--- src/rtl/sig_chg_pkg.sv ---
package sig_chg_pkg;

    localparam int NUM_CH  = 32;
    localparam int SIG_W   = 4;
    localparam int REG_W   = 8;
    localparam int ADDR_W  = 4;
    localparam int NUM_GRP = NUM_CH / REG_W;
    localparam int IDX_W   = $clog2(NUM_CH);
    localparam int GRP_W   = $clog2(NUM_GRP);

    localparam int STAT_BASE = 0;
    localparam int MASK_BASE = NUM_GRP;
    localparam int SUM_ADDR  = 2 * NUM_GRP;
    localparam int IE_ADDR   = 2 * NUM_GRP + 1;

    typedef enum logic [2:0] {
        RK_STAT,
        RK_MASK,
        RK_SUM,
        RK_IE,
        RK_NONE
    } reg_kind_t;

    typedef struct packed {
        reg_kind_t          kind;
        logic [GRP_W-1:0]   grp;
    } reg_dec_t;

    typedef struct packed {
        logic               valid;
        logic [IDX_W-1:0]   idx;
        logic [SIG_W-1:0]   val;
    } sig_smp_t;

    function automatic reg_dec_t reg_decode(input logic [ADDR_W-1:0] a);
        reg_dec_t d;
        d.grp  = a[GRP_W-1:0];
        if (int'(a) < MASK_BASE)       d.kind = RK_STAT;
        else if (int'(a) < SUM_ADDR)   d.kind = RK_MASK;
        else if (int'(a) == SUM_ADDR)  d.kind = RK_SUM;
        else if (int'(a) == IE_ADDR)   d.kind = RK_IE;
        else                           d.kind = RK_NONE;
        return d;
    endfunction

    function automatic logic [NUM_CH-1:0] grp_spread(input logic [GRP_W-1:0] g,
                                                     input logic [REG_W-1:0] d);
        logic [NUM_CH-1:0] v;
        v = '0;
        v[REG_W-1:0] = d;
        return v << (int'(g) * REG_W);
    endfunction

endpackage

--- src/rtl/sig_chan_store.sv ---
module sig_chan_store
    import sig_chg_pkg::*;
#(
    parameter int N_CH = NUM_CH,
    parameter int S_W  = SIG_W,
    localparam int I_W = $clog2(N_CH)
) (
    input  logic              clk,
    input  logic              rst,
    input  logic              smp_valid,
    input  logic [I_W-1:0]    smp_idx,
    input  logic [S_W-1:0]    smp_val,
    output logic [N_CH-1:0]   chg_vec
);

    logic [S_W-1:0]  last_q [N_CH];
    logic [N_CH-1:0] seen_q;

    for (genvar g = 0; g < N_CH; g++) begin : g_ch
        logic hit;
        assign hit = smp_valid && (int'(smp_idx) == g);

        always_ff @(posedge clk) begin
            if (rst) begin
                last_q[g] <= '0;
                seen_q[g] <= 1'b0;
            end else if (hit) begin
                last_q[g] <= smp_val;
                seen_q[g] <= 1'b1;
            end
        end

        assign chg_vec[g] = hit && seen_q[g] && (last_q[g] != smp_val);
    end

    AST_SAMPLE_STORED: assert property (@(posedge clk) disable iff (rst)
        smp_valid |=> (seen_q[$past(smp_idx)] && last_q[$past(smp_idx)] == $past(smp_val)))
        else $error("sample value not stored");

    AST_CHG_ONEHOT: assert property (@(posedge clk) disable iff (rst)
        $onehot0(chg_vec))
        else $error("more than one channel changed");

endmodule

--- src/rtl/sig_stat_bank.sv ---
module sig_stat_bank
    import sig_chg_pkg::*;
#(
    parameter int N_CH = NUM_CH
) (
    input  logic              clk,
    input  logic              rst,
    input  logic [N_CH-1:0]   set_vec,
    input  logic [N_CH-1:0]   clr_vec,
    output logic [N_CH-1:0]   stat_q
);

    for (genvar g = 0; g < N_CH; g++) begin : g_bit
        always_ff @(posedge clk) begin
            if (rst)             stat_q[g] <= 1'b0;
            else if (set_vec[g]) stat_q[g] <= 1'b1;
            else if (clr_vec[g]) stat_q[g] <= 1'b0;
        end
    end

    AST_STICKY_HOLD: assert property (@(posedge clk) disable iff (rst)
        1'b1 |=> ((stat_q & $past(stat_q & ~clr_vec)) == $past(stat_q & ~clr_vec)))
        else $error("status bit dropped without clear");

    AST_SET_LANDS: assert property (@(posedge clk) disable iff (rst)
        (set_vec != '0) |=> ((stat_q & $past(set_vec)) == $past(set_vec)))
        else $error("change did not set status");

endmodule

--- src/rtl/sig_sum_irq.sv ---
module sig_sum_irq (
    input  logic clk,
    input  logic rst,
    input  logic sum_set,
    input  logic sum_clr,
    input  logic ie_wr,
    input  logic ie_val,
    output logic summary_q,
    output logic ie_q,
    output logic irq_o
);

    always_ff @(posedge clk) begin
        if (rst) begin
            summary_q <= 1'b0;
            ie_q      <= 1'b0;
        end else begin
            if (sum_set)      summary_q <= 1'b1;
            else if (sum_clr) summary_q <= 1'b0;
            if (ie_wr)        ie_q      <= ie_val;
        end
    end

    assign irq_o = summary_q & ie_q;

    AST_SUM_ONLY_ENABLED: assert property (@(posedge clk) disable iff (rst)
        (!summary_q && !sum_set) |=> !summary_q)
        else $error("summary set without enabled change");

    AST_IRQ_LEVEL: assert property (@(posedge clk) disable iff (rst)
        (irq_o && !sum_clr && !(ie_wr && !ie_val)) |=> irq_o)
        else $error("interrupt dropped without clear");

    AST_SUM_SET_WINS: assert property (@(posedge clk) disable iff (rst)
        (sum_set && sum_clr) |=> summary_q)
        else $error("clear beat same-cycle set");

endmodule

--- src/rtl/sig_chg_latch.sv ---
module sig_chg_latch
    import sig_chg_pkg::*;
(
    input  logic                clk,
    input  logic                rst,
    input  logic                smp_valid,
    input  logic [IDX_W-1:0]    smp_idx,
    input  logic [SIG_W-1:0]    smp_val,
    input  logic [ADDR_W-1:0]   reg_addr,
    input  logic                reg_wr,
    input  logic [REG_W-1:0]    reg_wdata,
    output logic [REG_W-1:0]    reg_rdata,
    output logic                irq_o
);

    sig_smp_t           smp;
    reg_dec_t           dec;
    logic [NUM_CH-1:0]  chg_vec;
    logic [NUM_CH-1:0]  clr_vec;
    logic [NUM_CH-1:0]  stat_q;
    logic [NUM_CH-1:0]  en_q;
    logic               summary_q;
    logic               ie_q;
    logic               sum_set;
    logic               sum_clr;
    logic               ie_wr;

    assign smp = '{valid: smp_valid, idx: smp_idx, val: smp_val};
    assign dec = reg_decode(reg_addr);

    sig_chan_store #(.N_CH(NUM_CH), .S_W(SIG_W)) u_store (
        .clk       (clk),
        .rst       (rst),
        .smp_valid (smp.valid),
        .smp_idx   (smp.idx),
        .smp_val   (smp.val),
        .chg_vec   (chg_vec)
    );

    assign clr_vec = (reg_wr && dec.kind == RK_STAT) ? grp_spread(dec.grp, reg_wdata) : '0;

    sig_stat_bank #(.N_CH(NUM_CH)) u_stat (
        .clk     (clk),
        .rst     (rst),
        .set_vec (chg_vec),
        .clr_vec (clr_vec),
        .stat_q  (stat_q)
    );

    for (genvar g = 0; g < NUM_GRP; g++) begin : g_mask
        always_ff @(posedge clk) begin
            if (rst)
                en_q[g*REG_W +: REG_W] <= '0;
            else if (reg_wr && dec.kind == RK_MASK && int'(dec.grp) == g)
                en_q[g*REG_W +: REG_W] <= reg_wdata;
        end
    end

    assign sum_set = |(chg_vec & en_q);
    assign sum_clr = reg_wr && dec.kind == RK_SUM && reg_wdata[0];
    assign ie_wr   = reg_wr && dec.kind == RK_IE;

    sig_sum_irq u_irq (
        .clk       (clk),
        .rst       (rst),
        .sum_set   (sum_set),
        .sum_clr   (sum_clr),
        .ie_wr     (ie_wr),
        .ie_val    (reg_wdata[0]),
        .summary_q (summary_q),
        .ie_q      (ie_q),
        .irq_o     (irq_o)
    );

    always_comb begin
        unique case (dec.kind)
            RK_STAT: reg_rdata = stat_q[int'(dec.grp)*REG_W +: REG_W];
            RK_MASK: reg_rdata = en_q[int'(dec.grp)*REG_W +: REG_W];
            RK_SUM:  reg_rdata = {{(REG_W-1){1'b0}}, summary_q};
            RK_IE:   reg_rdata = {{(REG_W-1){1'b0}}, ie_q};
            default: reg_rdata = '0;
        endcase
    end

    AST_MASK_HOLD: assert property (@(posedge clk) disable iff (rst)
        !(reg_wr && dec.kind == RK_MASK) |=> $stable(en_q))
        else $error("mask changed without write");

    AST_RESET_QUIET: assert property (@(posedge clk)
        $past(rst) |-> (!irq_o && stat_q == '0))
        else $error("state not cleared by reset");

endmodule

--- config.mk ---
export PLATFORM = sky130hd
export DESIGN_NAME = sig_chg_latch
export DESIGN_NICKNAME = d
export VERILOG_FILES = /design/src/rtl/sig_chg_pkg.sv /design/src/rtl/sig_chan_store.sv /design/src/rtl/sig_stat_bank.sv /design/src/rtl/sig_sum_irq.sv /design/src/rtl/sig_chg_latch.sv
export SDC_FILE = /design/constraint.sdc
export NUM_CORES = 1
export LEC_CHECK = 0
export ABC_CLOCK_PERIOD_IN_PS = 2100
export BUFFER_PORTS_ARGS = -buffer_cell sky130_fd_sc_hd__buf_2
export CORE_UTILIZATION = 40
export CTS_BUF_LIST = sky130_fd_sc_hd__clkbuf_16
export DETAILED_ROUTE_END_ITERATION = 10
export GPL_TIMING_DRIVEN = 0
export PLACE_DENSITY = 0.6
export SYNTH_ARGS = -nofsm -noshare
export SYNTH_HDL_FRONTEND = slang
export SYNTH_SLANG_ARGS = --single-unit
--- constraint.sdc ---
create_clock -name clk -period 2.1 [get_ports clk]
set_clock_uncertainty 0.2 [all_clocks]
set_input_delay 0.42 -clock clk [delete_from_list [all_inputs] [get_ports clk]]
set_output_delay 0.42 -clock clk [all_outputs]
set_load 0.005 [all_outputs]
# Word level (Yosys, flattened, before mapping)

Memory sizes are Yosys's and may differ from the RTL's.
Index checks and enable logic that the tools add are counted.

Bits in registers: 98
Input bits: 25
Memories kept: 1
Output and inout bits: 9
Bits in writable memories: 128
Latch bits: 0
Logic and storage cells: 525
Bits in read-only memories: 0

Multiply operators: 0
Reduce and logical (&&, ||, !) cells: 142
Mux-type cells: 202
$lt $le $gt $ge: 2
Shift-type cells: 3
Divide/modulo/power cells: 0
Equality and inequality tests: 71
Bitwise logic cells: 34
$add $sub $neg: 0

Memories:

| memory         | words | width | read ports | clocked after memory_dff | write ports | line                 | source |
|---|---|---|---|---|---|---|---|
| u_store.last_q | 32    | 4     | 32         | 0                        | 32          | sig_chan_store.sv:16 | `logic [S_W-1:0] last_q [N_CH];` |

Operators by type and width:

| operator             | number |
|---|---|
| $mux W1              | 164 |
| $mux W4              | 32 |
| $ne A4 B4 Y1         | 32 |
| $logic_and A1 B1 Y1  | 105 |
| $eq A5 B5 Y1 const B | 16 |
| $reduce_bool A2 Y1   | 33 |
| $shiftx A32 B6 Y8    | 2 |
| $eq A5 B4 Y1 const B | 8 |
| $and A32 B32 Y32     | 1 |
| $mux W32             | 1 |
| $or A1 B1 Y1         | 32 |
| $pmux W8 S4          | 1 |
| $reduce_or A32 Y1    | 1 |
| $shl A8 B5 Y32       | 1 |
| $eq A5 B3 Y1 const B | 4 |
| $mux W3              | 4 |
| $eq A5 B2 Y1 const B | 2 |
| $eq A4 B4 Y1 const B | 2 |
| $eq A3 B2 Y1 const B | 2 |
| $eq A5 B1 Y1 const B | 1 |
| $logic_not A5 Y1     | 1 |
| $eq A2 B2 Y1 const B | 2 |
| $lt A4 B3 Y1 const B | 1 |
| $lt A4 B4 Y1 const B | 1 |
| other kinds (5)      | 5 |

# Depth between registers and ports, before layout

Depth after elaboration: 10
Depth in mapped cells: 9
Gate-level depth less buffers: 6

# Modules after synthesis

From an unflattened synthesis, not the netlist that was laid out.

Cells, all modules: 1082
Area, all modules: 10989.3 um2

Modules (own cells, without submodules):

| module         | area an instance (um2) | instances | sequential area each (um2) | cells each |
|---|---|---|---|---|
| sig_chan_store | 7596.0                 | 1         | 4484.3                     | 678 |
| sig_chg_latch  | 2159.6                 | 1         | 640.6                      | 265 |
| sig_stat_bank  | 1154.9                 | 1         | 640.6                      | 131 |
| sig_sum_irq    | 78.8                   | 1         | 40.0                       | 8 |

# Worst setup path after synthesis

OpenSTA, ideal clock, no wires.

Path type: input to register
Start point: input port smp_val[3]
End point: register u_irq.summary_q
Setup time: 0.137 ns
Required time: 1.763 ns
Path buffers: 1
Data arrival time: 1.900 ns
Cell stages on the path: 7
Setup slack: -0.137 ns
Cells stage by stage: buf_2 xor2_1 nor4_2 nor3_1 or4_1 nor4_2 a41oi_2

Cells in the longest elaborated chain, start to end: 5
Elaborated cells on any way between the ends: 68
Classes of those cells: eq/ne: 32; mux: 1; bitwise: 1; reduce/logical: 34

RTL lines:

| item                                          | line                 | source |
|---|---|---|
| from (decl)                                   | sig_chg_latch.sv:8   | `input logic [SIG_W-1:0] smp_val,` |
| $ne A4 B4 Y1                                  | sig_chan_store.sv:33 | `assign chg_vec[g] = hit && seen_q[g] && (last_q[g] != smp_val);` |
| $logic_and A1 B1 Y1                           | sig_chan_store.sv:33 |  |
| $and A32 B32 Y32 *                            | sig_chg_latch.sv:59  | `assign sum_set = \|(chg_vec & en_q);` |
| $reduce_or A32 Y1 *                           | sig_chg_latch.sv:59  |  |
| $mux W1 or $reduce_bool A2 Y1 (tied branches) | n/a                  |  |
| to (signal assigned)                          | sig_sum_irq.sv:15    | `summary_q <= 1'b0;` |
| to (signal assigned)                          | sig_sum_irq.sv:18    | `if (sum_set) summary_q <= 1'b1;` |
| to (signal assigned)                          | sig_sum_irq.sv:19    | `else if (sum_clr) summary_q <= 1'b0;` |
| to (decl)                                     | sig_sum_irq.sv:8     | `output logic summary_q,` |

Mark *: on every way between the ends. The rest lies on a longest branch, timed or not.
A chain may end at the register's enable or synchronous reset.

# Worst setup path after layout

Start point: input port reg_addr[2]
End point: output port reg_rdata[3]

Cells in the longest elaborated chain, start to end: 7
Elaborated cells on any way between the ends: 13
Classes of those cells: order compare: 2; eq/ne: 5; mux: 5; reduce/logical: 1

RTL lines:

| item                                       | line                | source |
|---|---|---|
| from (decl)                                | sig_chg_latch.sv:9  | `input logic [ADDR_W-1:0] reg_addr,` |
| $eq A4 B4 Y1                               | sig_chg_pkg.sv:41   | `else if (int'(a) == IE_ADDR) d.kind = RK_IE;` |
| $mux W3                                    | sig_chg_pkg.sv:41   |  |
| $mux W3                                    | sig_chg_pkg.sv:40   | `else if (int'(a) == SUM_ADDR) d.kind = RK_SUM;` |
| $mux W3                                    | sig_chg_pkg.sv:39   | `else if (int'(a) < SUM_ADDR) d.kind = RK_MASK;` |
| $mux W3 *                                  | sig_chg_pkg.sv:38   | `if (int'(a) < MASK_BASE) d.kind = RK_STAT;` |
| $eq A3 B2 Y1, or another cell as far along | sig_chg_latch.sv:76 | `unique case (dec.kind)` |
| $pmux W8 S4 *                              | sig_chg_latch.sv:76 |  |
| to (decl)                                  | sig_chg_latch.sv:12 | `output logic [REG_W-1:0] reg_rdata,` |

Marks and branches as above.

==> impl_metrics.yaml <==
status:
  outcome: "finished, violations left"
  violations: "setup timing"
drt:
  dr.pass1.iters: 7
  drt_iter0_drc: 682
  wl_mm: 32.3
  viasPerCell: 5.28
  antenna_left: 0
  wl_per_cell_microns: 21.2
  drc_errors: 0
  route.vias.total: 8043
floorplan:
  ios: 34
  start_util_pct: 41.0
  die_w_microns: 169
  core_sq_um: 27200
  fp.dieH_microns: 169
  dieArea_sq_um: 28500
  rows: 60
setup_path:
  crit_path_end_kind: "primary output"
  ff2ff_setup_slack_ps: -120
  crit_family: "multiplexers"
  worst_path_most_repeated_cell: "buf_6"
  critPathSlowestCell: "mux4_2"
  worst_r2r_path_depth: 6
  worst-path-buf-inv: 3
  max_stage_delay_ps: 570
  crit_arrival_ps: 1770
  worstPathRequired_ps: 1480
  startpoint_type: "input port"
  path_class: "in2out"
  rr_endpoint: "u_irq.summary_q"
  regToRegStartpoint: "u_store.last_q[0][13]"
  path_max_fanout: 7
  path_cells: "buf_6 -> nor2b_4 -> buf_6 -> mux4_2 -> mux2i_1 -> nor2_1 -> buf_2"
cts:
  clock_latency_ps: 540
  cts_buffer_depth: 3
  numCtsBuffers: 26
  cts_hold_buf: 0
  cts_max_level: 1
  tritoncts: "done"
  cts_root_buf: "clkbuf_16"
  cts.sinks: 226
  clk_pin_slew_ps: 60
global_routing:
  grt_max_degree: 14
  grt_antenna_before_repair: 0
  grt_pass1_wl_mm: 48.6
  grtUsageTotal_pct: 23.3
  grt_overflow: 0
  grt_pass1_vias: 7825
yosys:
  syn_area_per_cell_sq_um: 10.4
  synth_flop_cell: "edfxtp_1"
  yosys_register_bits: 226
  synth-edff-count: 128
  ys_seq_area_share_pct: 52.1
  async_flop_share_pct: 0
  syn-cell-area_sq_um: 11100
  yosys_warnings: 0
  synth_cell_types: 51
  synthCells: 1071
  synth_fp_nets: 1096
timing:
  hold_violations: 0
  worst_pin_slew_ps: 913
  fmax_ghz: 0.419
  fin_crit_sh_pct: 114
  setup_violations: 9
  fin_crit_ps: 2390
  rsz0062_at_grt: "yes"
  drv_slew: 0
  slew_headroom_pct: 38.9
  postLayoutSetupSlackWorst_ps: -289
min_path:
  holdCritPathClass: "in2reg"
  whs_path_depth: 3
  min_from: "reg_wdata[1]"
  holdPathEnd: "en_q[1]"
layout:
  final_cell_mix: "nor2_1 (155), and2_1 (134), edfxtp_1 (128)"
  antenna_cells: 0
  areaGrowthSynthToFinish_pct: 15.7
  layout_commonest_cell: "nor2_1"
  layoutNonFillerInstCount: 1524
  drive_above_1_share_pct: 15.3
  nets: 1157
power:
  max-vdd-ir-drop_uv: 537
  p_per_area_nw_per_um2: 793
  p_leak_nw: 4.48
placed_design:
  io_buffers: 16
  place_ws_ps: -991
  dp_cells: 1459
  globalplace.congestion: 0.898
  hpwl_mm: 23.2
run:
  drv_cap: 0
## metrics by stage
stage / cell area (sq um) / total power [mW] / setup TNS, ps / utilization (%) / hold slack [ps]
finish: 12900 / 10.2 / -1890 / 47.5 / 135
floorplan: 11200 / 5.55 / -125 / - / 225
global placement: 11700 / 5.82 / -95250 / 43.1 / 239
CTS: 12900 / 10.3 / -1930 / 47.3 / 111
detailed placement: 11700 / 5.83 / -95120 / 43.1 / 245
global route: 12900 / 10.6 / -2410 / 47.5 / 156
## layer usage
layer  vias to the layer above  GRT usage, %  routed length [microns]
li1                       3822             -                        -
met1                      3917          32.7                    14600
met2                       252          37.4                    14900
met3                        52          2.92                     1850
met4                         0          7.11                      908
met5                         -             0                        0
## Yosys cell counts, drive strengths merged (2+ instances only)
cell,count,area share [%]
buf,36,1.7
or3b,2,0.16
dfxtp,98,18
nor3,24,1.1
a32oi,15,1.2
inv,12,0.40
o22ai,2,0.11
nand4b,3,0.24
a41oi,4,0.38
nor4,11,0.79
nor2,158,5.4
a211oi,7,0.47
clkbuf,33,1.1
edfxtp,128,34
nand3,11,0.49
o21ai,4,0.18
a22oi,9,0.61
nand2,59,2.0
mux2i,47,4.2
nand4bb,2,0.35
nand4,41,2.3
or2,17,0.95
and4,3,0.24
mux4,9,1.8
nor2b,11,0.62
xnor2,100,7.9
a21oi,26,1.2
xor2,28,2.2
and2,134,7.5
nand2b,24,1.3
## area by class of cell
class | instances | area (sq um)
inverter | 12 | 45.0
fill | 2548 | 14300
clock buffer | 28 | 701
clock inverter | 20 | 141
buffer | 69 | 365
sequential | 226 | 5830
multi-input combinational | 764 | 5120
tap | 372 | 465
timing repair buffer | 33 | 233
## worst max path at each step
stage | from | end | slack [ps] | cells after the start
finish | reg_addr[2] | reg_rdata[3] | -290 | 7
global route | en_q[4] | reg_rdata[4] | -320 | 4
CTS | en_q[11] | reg_rdata[3] | -290 | 4
detailed placement | smp_val[2] | u_irq.summary_q | -990 | 8
global placement | smp_val[2] | u_irq.summary_q | -1020 | 8
floorplan | smp_val[1] | u_irq.summary_q | -130 | 7
## where the power goes
group	switching, mW	internal, mW
clock network	1.81	2.63
logic	0.566	0.325
registers	0.0726	4.83
## kinds of logic (layout without fill, tap and decap cells)
kind of cell,count (synthesis),count (layout),synth area share [%]
AOI/OAI and AO/OA,72,72,4.48
xor gates and xnor gates,128,128,10.1
buffers and inverters,81,162,3.23
DFF,226,226,52.1
muxes,57,57,6.14
and+or+nand+nor,507,507,24.0
## tightest hold or removal path, delay by kind of cell
| kind | cells | cell delay, ps |
|---|---|---|
| buffers and inverters | 1 | 190 |
| muxes | 1 | 170 |
| and+or+nand+nor | 1 | 50 |
## state kept, by name, indices dropped and copies added, names as in the netlist
name,cells
u_store.last_q,128
en_q,32
u_stat.stat_q,32
u_store.seen_q,32
u_irq.ie_q,1
u_irq.summary_q,1
## timing repair
| action | CTS | global route |
|---|---|---|
| buffers inserted | 14 | 3 |
| hold endpoints to repair | 0 | 0 |
| pin swaps | 4 | 4 |
| setup endpoints to repair | 39 | 9 |
| gates resized for setup | 59 | 5 |
| cloned | 0 | 0 |
(Power assumes the default switching activity.)
